## config.mk

```make
export PLATFORM = sky130hd
export DESIGN_NAME = ballast_sequencer
export DESIGN_NICKNAME = d
export VERILOG_FILES = /design/src/rtl/ballast_pkg.sv /design/src/rtl/ballast_flag_sync.sv /design/src/rtl/ballast_phase_timer.sv /design/src/rtl/ballast_freq_select.sv /design/src/rtl/ballast_sequencer.sv
export SDC_FILE = /design/constraint.sdc
export NUM_CORES = 1
export LEC_CHECK = 0
export BUFFER_PORTS_ARGS = -buffer_cell sky130_fd_sc_hd__clkbuf_2
export CAP_MARGIN = 10
export CORE_UTILIZATION = 55
export CTS_BUF_LIST = sky130_fd_sc_hd__clkbuf_8
export DETAILED_ROUTE_END_ITERATION = 6
export GPL_TIMING_DRIVEN = 0
export PLACE_DENSITY = 0.89
export SLEW_MARGIN = 20
export SYNTH_ARGS = -nofsm -noshare
export SYNTH_HDL_FRONTEND = slang
export SYNTH_HIERARCHICAL = 1
export SYNTH_SLANG_ARGS = --single-unit
export TNS_END_PERCENT = 100
```

## constraint.sdc

```tcl
create_clock -name clk -period 3.9 [get_ports clk]
set_input_delay 0.78 -clock clk [delete_from_list [all_inputs] [get_ports clk]]
set_output_delay 0.78 -clock clk [all_outputs]
set_load 0.05 [all_outputs]
```

## src/rtl/ballast_pkg.sv

```systemverilog
package ballast_pkg;

  typedef enum logic [2:0] {
    MD_UVLO    = 3'd0,
    MD_PREHEAT = 3'd1,
    MD_IGNITE  = 3'd2,
    MD_RUN     = 3'd3,
    MD_FAULT   = 3'd4
  } mode_t;

  typedef enum logic [1:0] {
    FS_START   = 2'd0,
    FS_PREHEAT = 2'd1,
    FS_IGNITE  = 2'd2,
    FS_RUN     = 2'd3
  } fsel_t;

  // Flag vector positions inside the synchroniser bank.
  localparam int FL_VCC_ON  = 0;
  localparam int FL_VCC_OFF = 1;
  localparam int FL_BUS_OK  = 2;
  localparam int FL_SD      = 3;
  localparam int FL_OTEMP   = 4;
  localparam int FL_OCUR    = 5;
  localparam int FL_UCUR    = 6;
  localparam int FLAG_N     = 7;

  // Safe values while reset is held: supply reported low, everything else quiet.
  localparam logic [FLAG_N-1:0] FLAG_RST = 7'b000_0010;

  function automatic logic is_active(mode_t m);
    return (m == MD_PREHEAT) || (m == MD_IGNITE) || (m == MD_RUN);
  endfunction

endpackage

```

## src/rtl/ballast_flag_sync.sv

```systemverilog
module ballast_flag_sync #(
  parameter int               WIDTH   = 1,
  parameter logic [WIDTH-1:0] RST_VAL = '0
) (
  input  logic             clk,
  input  logic             rst_n,
  input  logic [WIDTH-1:0] d_i,
  output logic [WIDTH-1:0] q_o
);

  for (genvar i = 0; i < WIDTH; i++) begin : g_bit
    logic s1_q, s2_q;
    always_ff @(posedge clk or negedge rst_n) begin
      if (!rst_n) begin
        s1_q <= RST_VAL[i];
        s2_q <= RST_VAL[i];
      end else begin
        s1_q <= d_i[i];
        s2_q <= s1_q;
      end
    end
    assign q_o[i] = s2_q;
  end

endmodule

```

## src/rtl/ballast_phase_timer.sv

```systemverilog
module ballast_phase_timer #(
  parameter int LIMIT = 50,
  parameter int W     = $clog2(LIMIT + 1)
) (
  input  logic         clk,
  input  logic         rst_n,
  input  logic         clr_i,
  input  logic         run_i,
  input  logic         tick_i,
  output logic [W-1:0] cnt_o
);

  logic [W-1:0] cnt_q, cnt_d;
  logic         cnt_en;

  assign cnt_en = clr_i || (run_i && tick_i && (cnt_q != W'(LIMIT)));

  always_comb begin
    cnt_d = cnt_q;
    if (clr_i)       cnt_d = '0;
    else if (cnt_en) cnt_d = cnt_q + W'(1);
  end

  always_ff @(posedge clk or negedge rst_n) begin
    if (!rst_n)      cnt_q <= '0;
    else if (cnt_en) cnt_q <= cnt_d;
  end

  assign cnt_o = cnt_q;

  AST_TIMER_CLEAR: assert property (@(posedge clk) disable iff (!rst_n)
    clr_i |=> (cnt_q == '0));
  AST_TIMER_STEP: assert property (@(posedge clk) disable iff (!rst_n)
    (!clr_i && run_i && tick_i && (cnt_q != W'(LIMIT))) |=> (cnt_q == $past(cnt_q) + W'(1)));
  AST_TIMER_CEIL: assert property (@(posedge clk) disable iff (!rst_n)
    cnt_q <= W'(LIMIT));

endmodule

```

## src/rtl/ballast_freq_select.sv

```systemverilog
module ballast_freq_select
  import ballast_pkg::*;
#(
  parameter int CODE_W       = 6,
  parameter int TW           = 6,
  parameter int START_CYCLES = 4,
  parameter int RAMP_DIV     = 2,
  parameter int CODE_START   = 48,
  parameter int CODE_PH      = 20,
  parameter int CODE_MIN     = 17,
  parameter int CODE_RUN     = 26
) (
  input  logic              clk,
  input  logic              rst_n,
  input  mode_t             mode_i,
  input  logic [TW-1:0]     tmr_i,
  input  logic              tick_i,
  input  logic              strap_i,
  output logic [1:0]        fsel_o,
  output logic [CODE_W-1:0] fcode_o
);

  localparam int DW = (RAMP_DIV > 1) ? $clog2(RAMP_DIV) : 1;

  logic [CODE_W-1:0] ramp_q, ramp_d;
  logic [DW-1:0]     div_q, div_d;
  logic              ramp_act, ramp_en;
  fsel_t             fsel;

  assign ramp_act = (mode_i == MD_IGNITE);
  assign ramp_en  = !ramp_act || tick_i;

  always_comb begin
    ramp_d = ramp_q;
    div_d  = div_q;
    if (!ramp_act) begin
      ramp_d = CODE_W'(CODE_PH);
      div_d  = '0;
    end else if (div_q == DW'(RAMP_DIV - 1)) begin
      div_d = '0;
      if (ramp_q > CODE_W'(CODE_MIN)) ramp_d = ramp_q - CODE_W'(1);
    end else begin
      div_d = div_q + DW'(1);
    end
  end

  always_ff @(posedge clk or negedge rst_n) begin
    if (!rst_n) begin
      ramp_q <= CODE_W'(CODE_PH);
      div_q  <= '0;
    end else if (ramp_en) begin
      ramp_q <= ramp_d;
      div_q  <= div_d;
    end
  end

  always_comb begin
    fsel    = FS_START;
    fcode_o = CODE_W'(CODE_START);
    unique case (mode_i)
      MD_PREHEAT: if (tmr_i >= TW'(START_CYCLES)) begin
        fsel    = FS_PREHEAT;
        fcode_o = CODE_W'(CODE_PH);
      end
      MD_IGNITE: begin
        fsel    = FS_IGNITE;
        fcode_o = ramp_q;
      end
      MD_RUN: begin
        fsel    = strap_i ? FS_RUN : FS_IGNITE;
        fcode_o = strap_i ? CODE_W'(CODE_RUN) : CODE_W'(CODE_MIN);
      end
      default: ;
    endcase
  end

  assign fsel_o = fsel;

  AST_RAMP_FLOOR: assert property (@(posedge clk) disable iff (!rst_n)
    ramp_act |-> (ramp_q >= CODE_W'(CODE_MIN)));
  AST_RAMP_DOWN: assert property (@(posedge clk) disable iff (!rst_n)
    (ramp_act && $past(ramp_act)) |->
      ((ramp_q == $past(ramp_q)) || (ramp_q == CODE_W'($past(ramp_q) - CODE_W'(1)))));

endmodule

```

## src/rtl/ballast_sequencer.sv

```systemverilog
module ballast_sequencer
  import ballast_pkg::*;
#(
  parameter int PH_COUNT     = 40,
  parameter int START_CYCLES = 4,
  parameter int RAMP_DIV     = 2,
  parameter int CODE_W       = 6,
  parameter int CODE_START   = 48,
  parameter int CODE_PH      = 20,
  parameter int CODE_MIN     = 17,
  parameter int CODE_RUN     = 26
) (
  input  logic              clk,
  input  logic              rst_n,
  input  logic              vcc_on_i,
  input  logic              vcc_off_i,
  input  logic              bus_ok_i,
  input  logic              sd_hi_i,
  input  logic              otemp_i,
  input  logic              ocur_i,
  input  logic              ucur_i,
  input  logic              osc_tick_i,
  input  logic              run_strap_i,
  output logic [2:0]        mode_o,
  output logic              bridge_en_o,
  output logic              oc_chk_en_o,
  output logic              uc_chk_en_o,
  output logic [1:0]        fsel_o,
  output logic [CODE_W-1:0] fcode_o
);

  localparam int IGN_END = PH_COUNT + PH_COUNT / 4;
  localparam int TW      = $clog2(IGN_END + 1);

  // Reset: asserted at once, released on the clock.
  logic [1:0] rst_pipe_q;
  logic       rst_n_s;

  always_ff @(posedge clk or negedge rst_n) begin
    if (!rst_n) rst_pipe_q <= 2'b00;
    else        rst_pipe_q <= {rst_pipe_q[0], 1'b1};
  end
  assign rst_n_s = rst_pipe_q[1];

  // Comparator flags.
  logic [FLAG_N-1:0] flag_raw, flag_s;
  assign flag_raw[FL_VCC_ON]  = vcc_on_i;
  assign flag_raw[FL_VCC_OFF] = vcc_off_i;
  assign flag_raw[FL_BUS_OK]  = bus_ok_i;
  assign flag_raw[FL_SD]      = sd_hi_i;
  assign flag_raw[FL_OTEMP]   = otemp_i;
  assign flag_raw[FL_OCUR]    = ocur_i;
  assign flag_raw[FL_UCUR]    = ucur_i;

  ballast_flag_sync #(.WIDTH(FLAG_N), .RST_VAL(FLAG_RST)) u_sync (
    .clk   (clk),
    .rst_n (rst_n_s),
    .d_i   (flag_raw),
    .q_o   (flag_s)
  );

  logic f_on, f_off, f_bus, f_sd, f_ot, f_oc, f_uc;
  assign f_on  = flag_s[FL_VCC_ON];
  assign f_off = flag_s[FL_VCC_OFF];
  assign f_bus = flag_s[FL_BUS_OK];
  assign f_sd  = flag_s[FL_SD];
  assign f_ot  = flag_s[FL_OTEMP];
  assign f_oc  = flag_s[FL_OCUR];
  assign f_uc  = flag_s[FL_UCUR];

  // Mode state.
  mode_t         mode_q, mode_d;
  logic          arm_q, arm_d;
  logic [TW-1:0] tmr;
  logic          active, oc_en, uc_en, drop, trip;

  assign active = is_active(mode_q);
  assign oc_en  = (mode_q == MD_IGNITE) || (mode_q == MD_RUN);
  assign uc_en  = (mode_q == MD_RUN);
  assign drop   = f_off || !f_bus || f_sd;
  assign trip   = f_ot || (oc_en && f_oc) || (uc_en && f_uc);

  always_comb begin
    mode_d = mode_q;
    arm_d  = 1'b0;
    unique case (mode_q)
      MD_UVLO: begin
        if (f_on && f_bus && !f_sd && !f_ot) mode_d = MD_PREHEAT;
      end
      MD_PREHEAT, MD_IGNITE, MD_RUN: begin
        if (drop)                                               mode_d = MD_UVLO;
        else if (trip)                                          mode_d = MD_FAULT;
        else if ((mode_q == MD_PREHEAT) && (tmr == TW'(PH_COUNT))) mode_d = MD_IGNITE;
        else if ((mode_q == MD_IGNITE) && (tmr == TW'(IGN_END)))   mode_d = MD_RUN;
      end
      MD_FAULT: begin
        arm_d = arm_q || f_sd;
        if (f_off || (arm_q && !f_sd)) begin
          mode_d = MD_UVLO;
          arm_d  = 1'b0;
        end
      end
      default: mode_d = MD_UVLO;
    endcase
  end

  always_ff @(posedge clk or negedge rst_n_s) begin
    if (!rst_n_s) begin
      mode_q <= MD_UVLO;
      arm_q  <= 1'b0;
    end else begin
      mode_q <= mode_d;
      arm_q  <= arm_d;
    end
  end

  ballast_phase_timer #(.LIMIT(IGN_END), .W(TW)) u_timer (
    .clk    (clk),
    .rst_n  (rst_n_s),
    .clr_i  (!active),
    .run_i  ((mode_q == MD_PREHEAT) || (mode_q == MD_IGNITE)),
    .tick_i (osc_tick_i),
    .cnt_o  (tmr)
  );

  ballast_freq_select #(
    .CODE_W       (CODE_W),
    .TW           (TW),
    .START_CYCLES (START_CYCLES),
    .RAMP_DIV     (RAMP_DIV),
    .CODE_START   (CODE_START),
    .CODE_PH      (CODE_PH),
    .CODE_MIN     (CODE_MIN),
    .CODE_RUN     (CODE_RUN)
  ) u_freq (
    .clk     (clk),
    .rst_n   (rst_n_s),
    .mode_i  (mode_q),
    .tmr_i   (tmr),
    .tick_i  (osc_tick_i),
    .strap_i (run_strap_i),
    .fsel_o  (fsel_o),
    .fcode_o (fcode_o)
  );

  assign mode_o      = mode_q;
  assign bridge_en_o = active;
  assign oc_chk_en_o = oc_en;
  assign uc_chk_en_o = uc_en;

  AST_ENTER_PREHEAT: assert property (@(posedge clk) disable iff (!rst_n_s)
    ((mode_q == MD_PREHEAT) && ($past(mode_q) != MD_PREHEAT)) |-> ($past(mode_q) == MD_UVLO));
  AST_ENTER_IGNITE: assert property (@(posedge clk) disable iff (!rst_n_s)
    ((mode_q == MD_IGNITE) && ($past(mode_q) != MD_IGNITE)) |-> ($past(mode_q) == MD_PREHEAT));
  AST_ENTER_RUN: assert property (@(posedge clk) disable iff (!rst_n_s)
    ((mode_q == MD_RUN) && ($past(mode_q) != MD_RUN)) |-> ($past(mode_q) == MD_IGNITE));
  AST_FAULT_EXIT: assert property (@(posedge clk) disable iff (!rst_n_s)
    (($past(mode_q) == MD_FAULT) && (mode_q != MD_FAULT)) |-> (mode_q == MD_UVLO));
  AST_PREHEAT_TIMER_FRESH: assert property (@(posedge clk) disable iff (!rst_n_s)
    ((mode_q == MD_PREHEAT) && ($past(mode_q) == MD_UVLO)) |-> (tmr == '0));

endmodule

```

Yosys cells after proc, flatten, opt, wreduce, memory -nomap -nowiden
Cells that the tools add are included.
{"block": "totals", "latchBits": 0, "ff_bits": 33, "mem_bits_rw": 0, "output_inout_bits": 14, "mem_bits_ro": 0, "input_bits": 11, "n_memories": 0}
{"block": "op_classes", "div_mod_pow": 0, "n_mux": 21, "n_reduce_logical": 30, "addsub": 3, "magnitude_cmp": 2, "multipliers": 0, "bitwise_logic": 0, "shifts": 0, "n_eq_ne": 12}
{"op": "2-to-1 mux 6 bit", "n": 5}
{"op": "2-to-1 mux 3 bit", "n": 6}
{"op": "case mux 6 bit (3 select lines)", "n": 1}
{"op": "equality test 6 bit, second input constant", "n": 2}
{"op": "logical OR 1 bit", "n": 11}
{"op": "logical AND 1 bit", "n": 10}
{"op": "case mux 3 bit (3 select lines)", "n": 1}
{"op": "adder 6 x 1 -> 6 bit, second input constant", "n": 1}
{"op": "equality test 3 x 2 -> 1 bit, second input constant", "n": 2}
{"op": ">= comparator 6 x 3 -> 1 bit, second input constant", "n": 1}
{"op": "> comparator 6 x 5 -> 1 bit, second input constant", "n": 1}
{"op": "2-to-1 mux 1 bit", "n": 6}
{"op": "!= test 2 bit, second input constant", "n": 3}
{"op": "!= test 6 bit, second input constant", "n": 1}
{"op": "case mux 2 bit (3 select lines)", "n": 1}
{"op": "AND reduction 3 bit", "n": 2}
{"op": "subtractor 6 x 1 -> 6 bit, second input constant", "n": 1}
{"op": "zero test 1 bit", "n": 5}
{"op": "!= test 5 bit, second input constant", "n": 1}
{"op": "2-to-1 mux 4 bit", "n": 1}
{"op": "equality test 3 x 1 -> 1 bit, second input constant", "n": 1}
{"op": "equality test 3 bit, second input constant", "n": 1}
{"op": "zero test 3 bit", "n": 1}
{"op": "OR reduction 3 bit", "n": 1}
{"op": "other kinds (2)", "n": 2}

Logic depth before layout (Yosys ltp)
{"block": "depth", "word_depth": 8, "ltp_mapped": 8, "mapped_depth_nobuf": 6}

Hierarchy
Netlist, hierarchy kept.
{"mod": "ballast_freq_select", "area_per_inst_um2": 531.8, "cells_each": 65, "n_inst": 1, "seq_area_each_um2": 177.7}
{"mod": "ballast_sequencer", "area_per_inst_um2": 410.4, "cells_each": 41, "n_inst": 1, "seq_area_each_um2": 150.1}
{"mod": "ballast_flag_sync", "area_per_inst_um2": 405.4, "cells_each": 21, "n_inst": 1, "seq_area_each_um2": 352.8}
{"mod": "ballast_phase_timer", "area_per_inst_um2": 361.6, "cells_each": 40, "n_inst": 1, "seq_area_each_um2": 150.1}

Worst setup path after synthesis
Ideal clock, no wire load.
{"block": "synth_path", "kind": "reg2out", "startpoint": "register mode_q[0] (netlist: mode_o[0])", "endpoint": "output fsel_o[0]", "arrival_time_ps": 2128, "required_time_ps": 3120, "stages_incl_launch_ff": 3, "setup_slack_ps": 992, "path_buffers": 1, "cell_sequence": "dfrtp_1 clkbuf_1 nor3b_1"}
{"block": "synth_between", "elab_chain_len": 2, "elab_cells_between_ends": 4, "cone_classes": "3 x eq/ne; 1 x mux"}
{"element": "from (decl)", "line_no": "ballast_sequencer.sv:72", "text": "mode_t mode_q, mode_d;"}
{"element": "from (signal assigned)", "line_no": "ballast_sequencer.sv:112", "text": "mode_q <= mode_d;"}
{"element": "equality test 3 x 2 -> 1 bit / equality test 3 x 1 -> 1 bit (equally long branches)", "line_no": "ballast_freq_select.sv:60", "text": "unique case (mode_i)"}
{"element": "case mux 2 bit (3 select lines) (*)", "line_no": "ballast_freq_select.sv:60"}
{"element": "to (decl)", "line_no": "ballast_sequencer.sv:28", "text": "output logic [1:0] fsel_o,"}
Mark *: on every way between the ends. The rest lies on a longest branch, timed or not.

Final worst setup path
{"block": "layout_path", "startpoint": "register u_timer.cnt_q[4] (netlist: u_timer/cnt_o[4])", "endpoint": "output fcode_o[2]"}
{"block": "layout_between", "elab_chain_len": 3}
{"element": "from (decl)", "line_no": "ballast_phase_timer.sv:13", "text": "logic [W-1:0] cnt_q, cnt_d;"}
{"element": "from (signal assigned)", "line_no": "ballast_phase_timer.sv:26", "text": "else if (cnt_en) cnt_q <= cnt_d;"}
{"element": ">= comparator 6 x 3 -> 1 bit", "line_no": "ballast_freq_select.sv:61", "text": "MD_PREHEAT: if (tmr_i >= TW'(START_CYCLES)) begin"}
{"element": "2-to-1 mux 6 bit", "line_no": "ballast_freq_select.sv:61"}
{"element": "case mux 6 bit (3 select lines)", "line_no": "ballast_freq_select.sv:60"}
{"element": "to (decl)", "line_no": "ballast_sequencer.sv:29", "text": "output logic [CODE_W-1:0] fcode_o"}
Every way passes these cells.

==> summary.md <==
| Metric | Value |
|---|---|
| DP HPWL | 2480 um |
| Drt total wl | 3450 um |
| Final period util | 0.676 |
| Hold_buf cts | 0 |
| Max Slew Vio Count | 0 |
| Buffer count from post-CTS setup fixing | 0 |
| Failing checks | DRC |
| Ys flop type | dfrtp_1 |
| Reg-to-Reg End | u_timer/cnt_o[0] |
| FF-to-FF Start | mode_o[1] |
| DIE HEIGHT | 57.7 um |
| Crit path max fanout | 7 |
| First-pass detailed-route iteration total | 6 |
| TritonCTS clock tree | done |
| Min Hold Slack | 0.257 ns |
| FF-to-FF path depth | 6 |
| Syn_area_per_cell | 10.2 um^2 |
| Clock insertion delay at the later pin of the skew report | 0.29 ns |
| Via density | 5.87 |
| # setup viols final | 0 |
| Number of I/O port buffers | 24 |
| Crit Path Category | reg -> out |
| P&R area growth vs syn | 14.7% |
| Mapped cell area | 1710 um^2 |
| Number of diodes | 0 |
| Max_cap viols | 0 |
| Number of clock sinks | 33 |
| GRT Resource Usage Total | 0.248 |
| Setup TNS | 0 ns |
| Core Box Area | 2850 um^2 |
| Setup ws final | 1.26 ns |
| Worst-margin pin slew | 0.659 ns |
| CP Capture Type | output port |
| Initial Utilization | 0.599 |
| Register-to-Register Setup Slack | 2.05 ns |
| Initial antenna violation count | 0 |
| H-Tree Depth | 2 |
| CP arrival | 1.86 ns |
| Die W | 57.7 um |
| Routed length per placed instance | 15.0 um |
| Clock root buffer | clkbuf_8 |
| Clock skew | 0.00490 ns |
| Largest net degree at the start of global routing | 32 |
| Peak supply drop | 333 uV |
| Seq/Total Area, Yosys | 0.486 |
| Clk pin slew, worst setup/hold paths | 0.07 ns |
| Leakage power | 0.000891 uW |
| RSZ-0062 raised after global routing | no |
| RePlAce Congestion | 0.851 |
| CP Launch Type | register |
| Post-Synthesis Cells | 167 |
| Cts repair resizes | 0 |
| #FFs+latches synth | 33 |
| Dpl ws | 1.62 ns |
| Multi-input gate area | 749 um^2 |
| Yosys Warn Count | 6 |
| Mapped Nets | 182 |
| First-pass GRT wire length | 6060 um |
| Residual DRC | 3 |
| Number of flops mapped to enable cells by yosys | 0 |
| Power density over the cells | 614 nW/um^2 |
| Antenna viol nets, final | 0 |
| Vias in the first global route | 1,362 |
| Share of layout cells above drive strength 1 | 0.296 |
| Yosys cell types | 54 |
| Final hold vios | 0 |
| Critical Path RT | 3.12 ns |
| Post-layout min period | 2.64 ns |
| FMAX | 379 MHz |
| Post-layout util | 0.687 |
| TritonCTS buffer count | 5 |
| DIE AREA | 3330 um^2 |
| Relative max-transition margin | 0.561 |
| Sequential Area | 832 um^2 |
| Post-synth ARST share | 1.00 |
| Worst Hold Class | in -> async |
| Initial drt markers | 57 |
| Grt ovf | 0 |
| Overall power | 1200 uW |
| Maximum clock insertion buffer count | 2 |
| FP Rows | 19 |
| Fillers | 231 |
| Nets@finish | 213 |
| Routed via count | 1,349 |
| Io pins | 25 |
| Status | finished, violations left |
==> report_power, final <==
part | total (uW) | internal [uW] | switching (uW)
clock network | 258 | 125 | 133
registers | 438 | 378 | 59.8
logic | 509 | 160 | 349
total | 1200 | 663 | 541
==> per-stage QoR <==
stage          cell area, um^2  cells
2_1_floorplan             1710    167
3_3_place_gp              1870    222
3_5_place_dp              1870    222
4_1_cts                   1960    230
5_1_grt                   1960    230
6_report                  1960    230
==> worst max path at each step <==
| stage | start | end | slack [ns] | cells past startpoint |
|---|---|---|---|---|
| after floorplan | mode_o[0] | fsel_o[0] | 0.99 | 2 |
| after global placement | u_timer/cnt_o[4] | fcode_o[2] | 1.64 | 5 |
| after detailed placement | u_timer/cnt_o[4] | fcode_o[2] | 1.62 | 5 |
| after CTS | u_timer/cnt_o[4] | fcode_o[2] | 1.28 | 5 |
| after global routing | u_timer/cnt_o[4] | fcode_o[2] | 1.19 | 5 |
| final | u_timer/cnt_o[4] | fcode_o[2] | 1.26 | 5 |
==> critical path, stage by stage (launching register included) <==
cell and delay [ns]:
dfrtp_1 0.45, or4_1 0.60, nand2_1 0.12, o21a_1 0.12, nor2_1 0.04, clkbuf_2 0.23
==> state kept, by name (all words and copies together) (netlist names) <==
register           cells
arm_q                  1
mode_o                 3
rst_pipe_q             2
u_freq/div_q           1
u_freq/ramp_q          6
u_sync/g_bit.s1_q      7
u_sync/g_bit.s2_q      7
u_timer/cnt_o          6
==> final cells by class <==
type                    instances  share of cell area
clock inverters                 3              0.0115
plain buffers                  12              0.0447
inverters                      11              0.0211
multi-input cells             111               0.382
repair buffers                 24              0.0613
well taps                      31              0.0198
clock buffers                   5              0.0351
flip-flops and latches         33               0.424
==> placed cells by master (no fill, tap or decap), drive strengths merged, types with 2 or more instances in the layout <==
cell type	count
a21o	2
a21oi	11
a31oi	2
and2	3
and3	2
buf	10
clkbuf	31
clkinvlp	3
dfrtp	29
dfstp	4
ha	4
inv	11
nand2	8
nand2b	6
nand3	5
nand3b	2
nand4	2
nor2	13
nor2b	3
nor3	3
nor3b	2
o211ai	2
o21a	2
o21ai	9
o311ai	4
or3	5
or4	3
xnor2	2
==> kinds of logic after synthesis <==
family / count (synthesis) / synth area share
xor+xnor: 3 / 0.0154
compound gates: 38 / 0.146
simple gates: 64 / 0.239
fa+ha+maj: 4 / 0.0293
mux: 1 / 0.00586
other cells: 1 / 0.00219
buf+inv: 23 / 0.0754
flops: 33 / 0.486
==> routing by layer <==
metal  track usage  vias to the layer above  wire (um)  share of wire
li1              -                      643          -              -
met4         0.109                        0         77          0.022
met5             0                        -          0              0
met2         0.404                       51       1700           0.49
met1         0.299                      647       1440           0.42
met3        0.0915                        8        229          0.066
==> cells in the mapped netlist (3+ instances only) <==
master / count / area, um^2
dfrtp_1: 29 / 726
dfstp_2: 4 / 105
nand2_1: 8 / 30.0
inv_1: 10 / 37.5
nand2b_1: 5 / 31.3
ha_1: 4 / 50.1
nor3_1: 3 / 15.0
nand3_1: 5 / 25.0
or3_1: 5 / 31.3
buf_4: 7 / 52.6
nor2_1: 12 / 45.0
o21ai_0: 9 / 45.0
a21oi_1: 11 / 55.1
No activity file was read; power rests on OpenSTA's default activity.
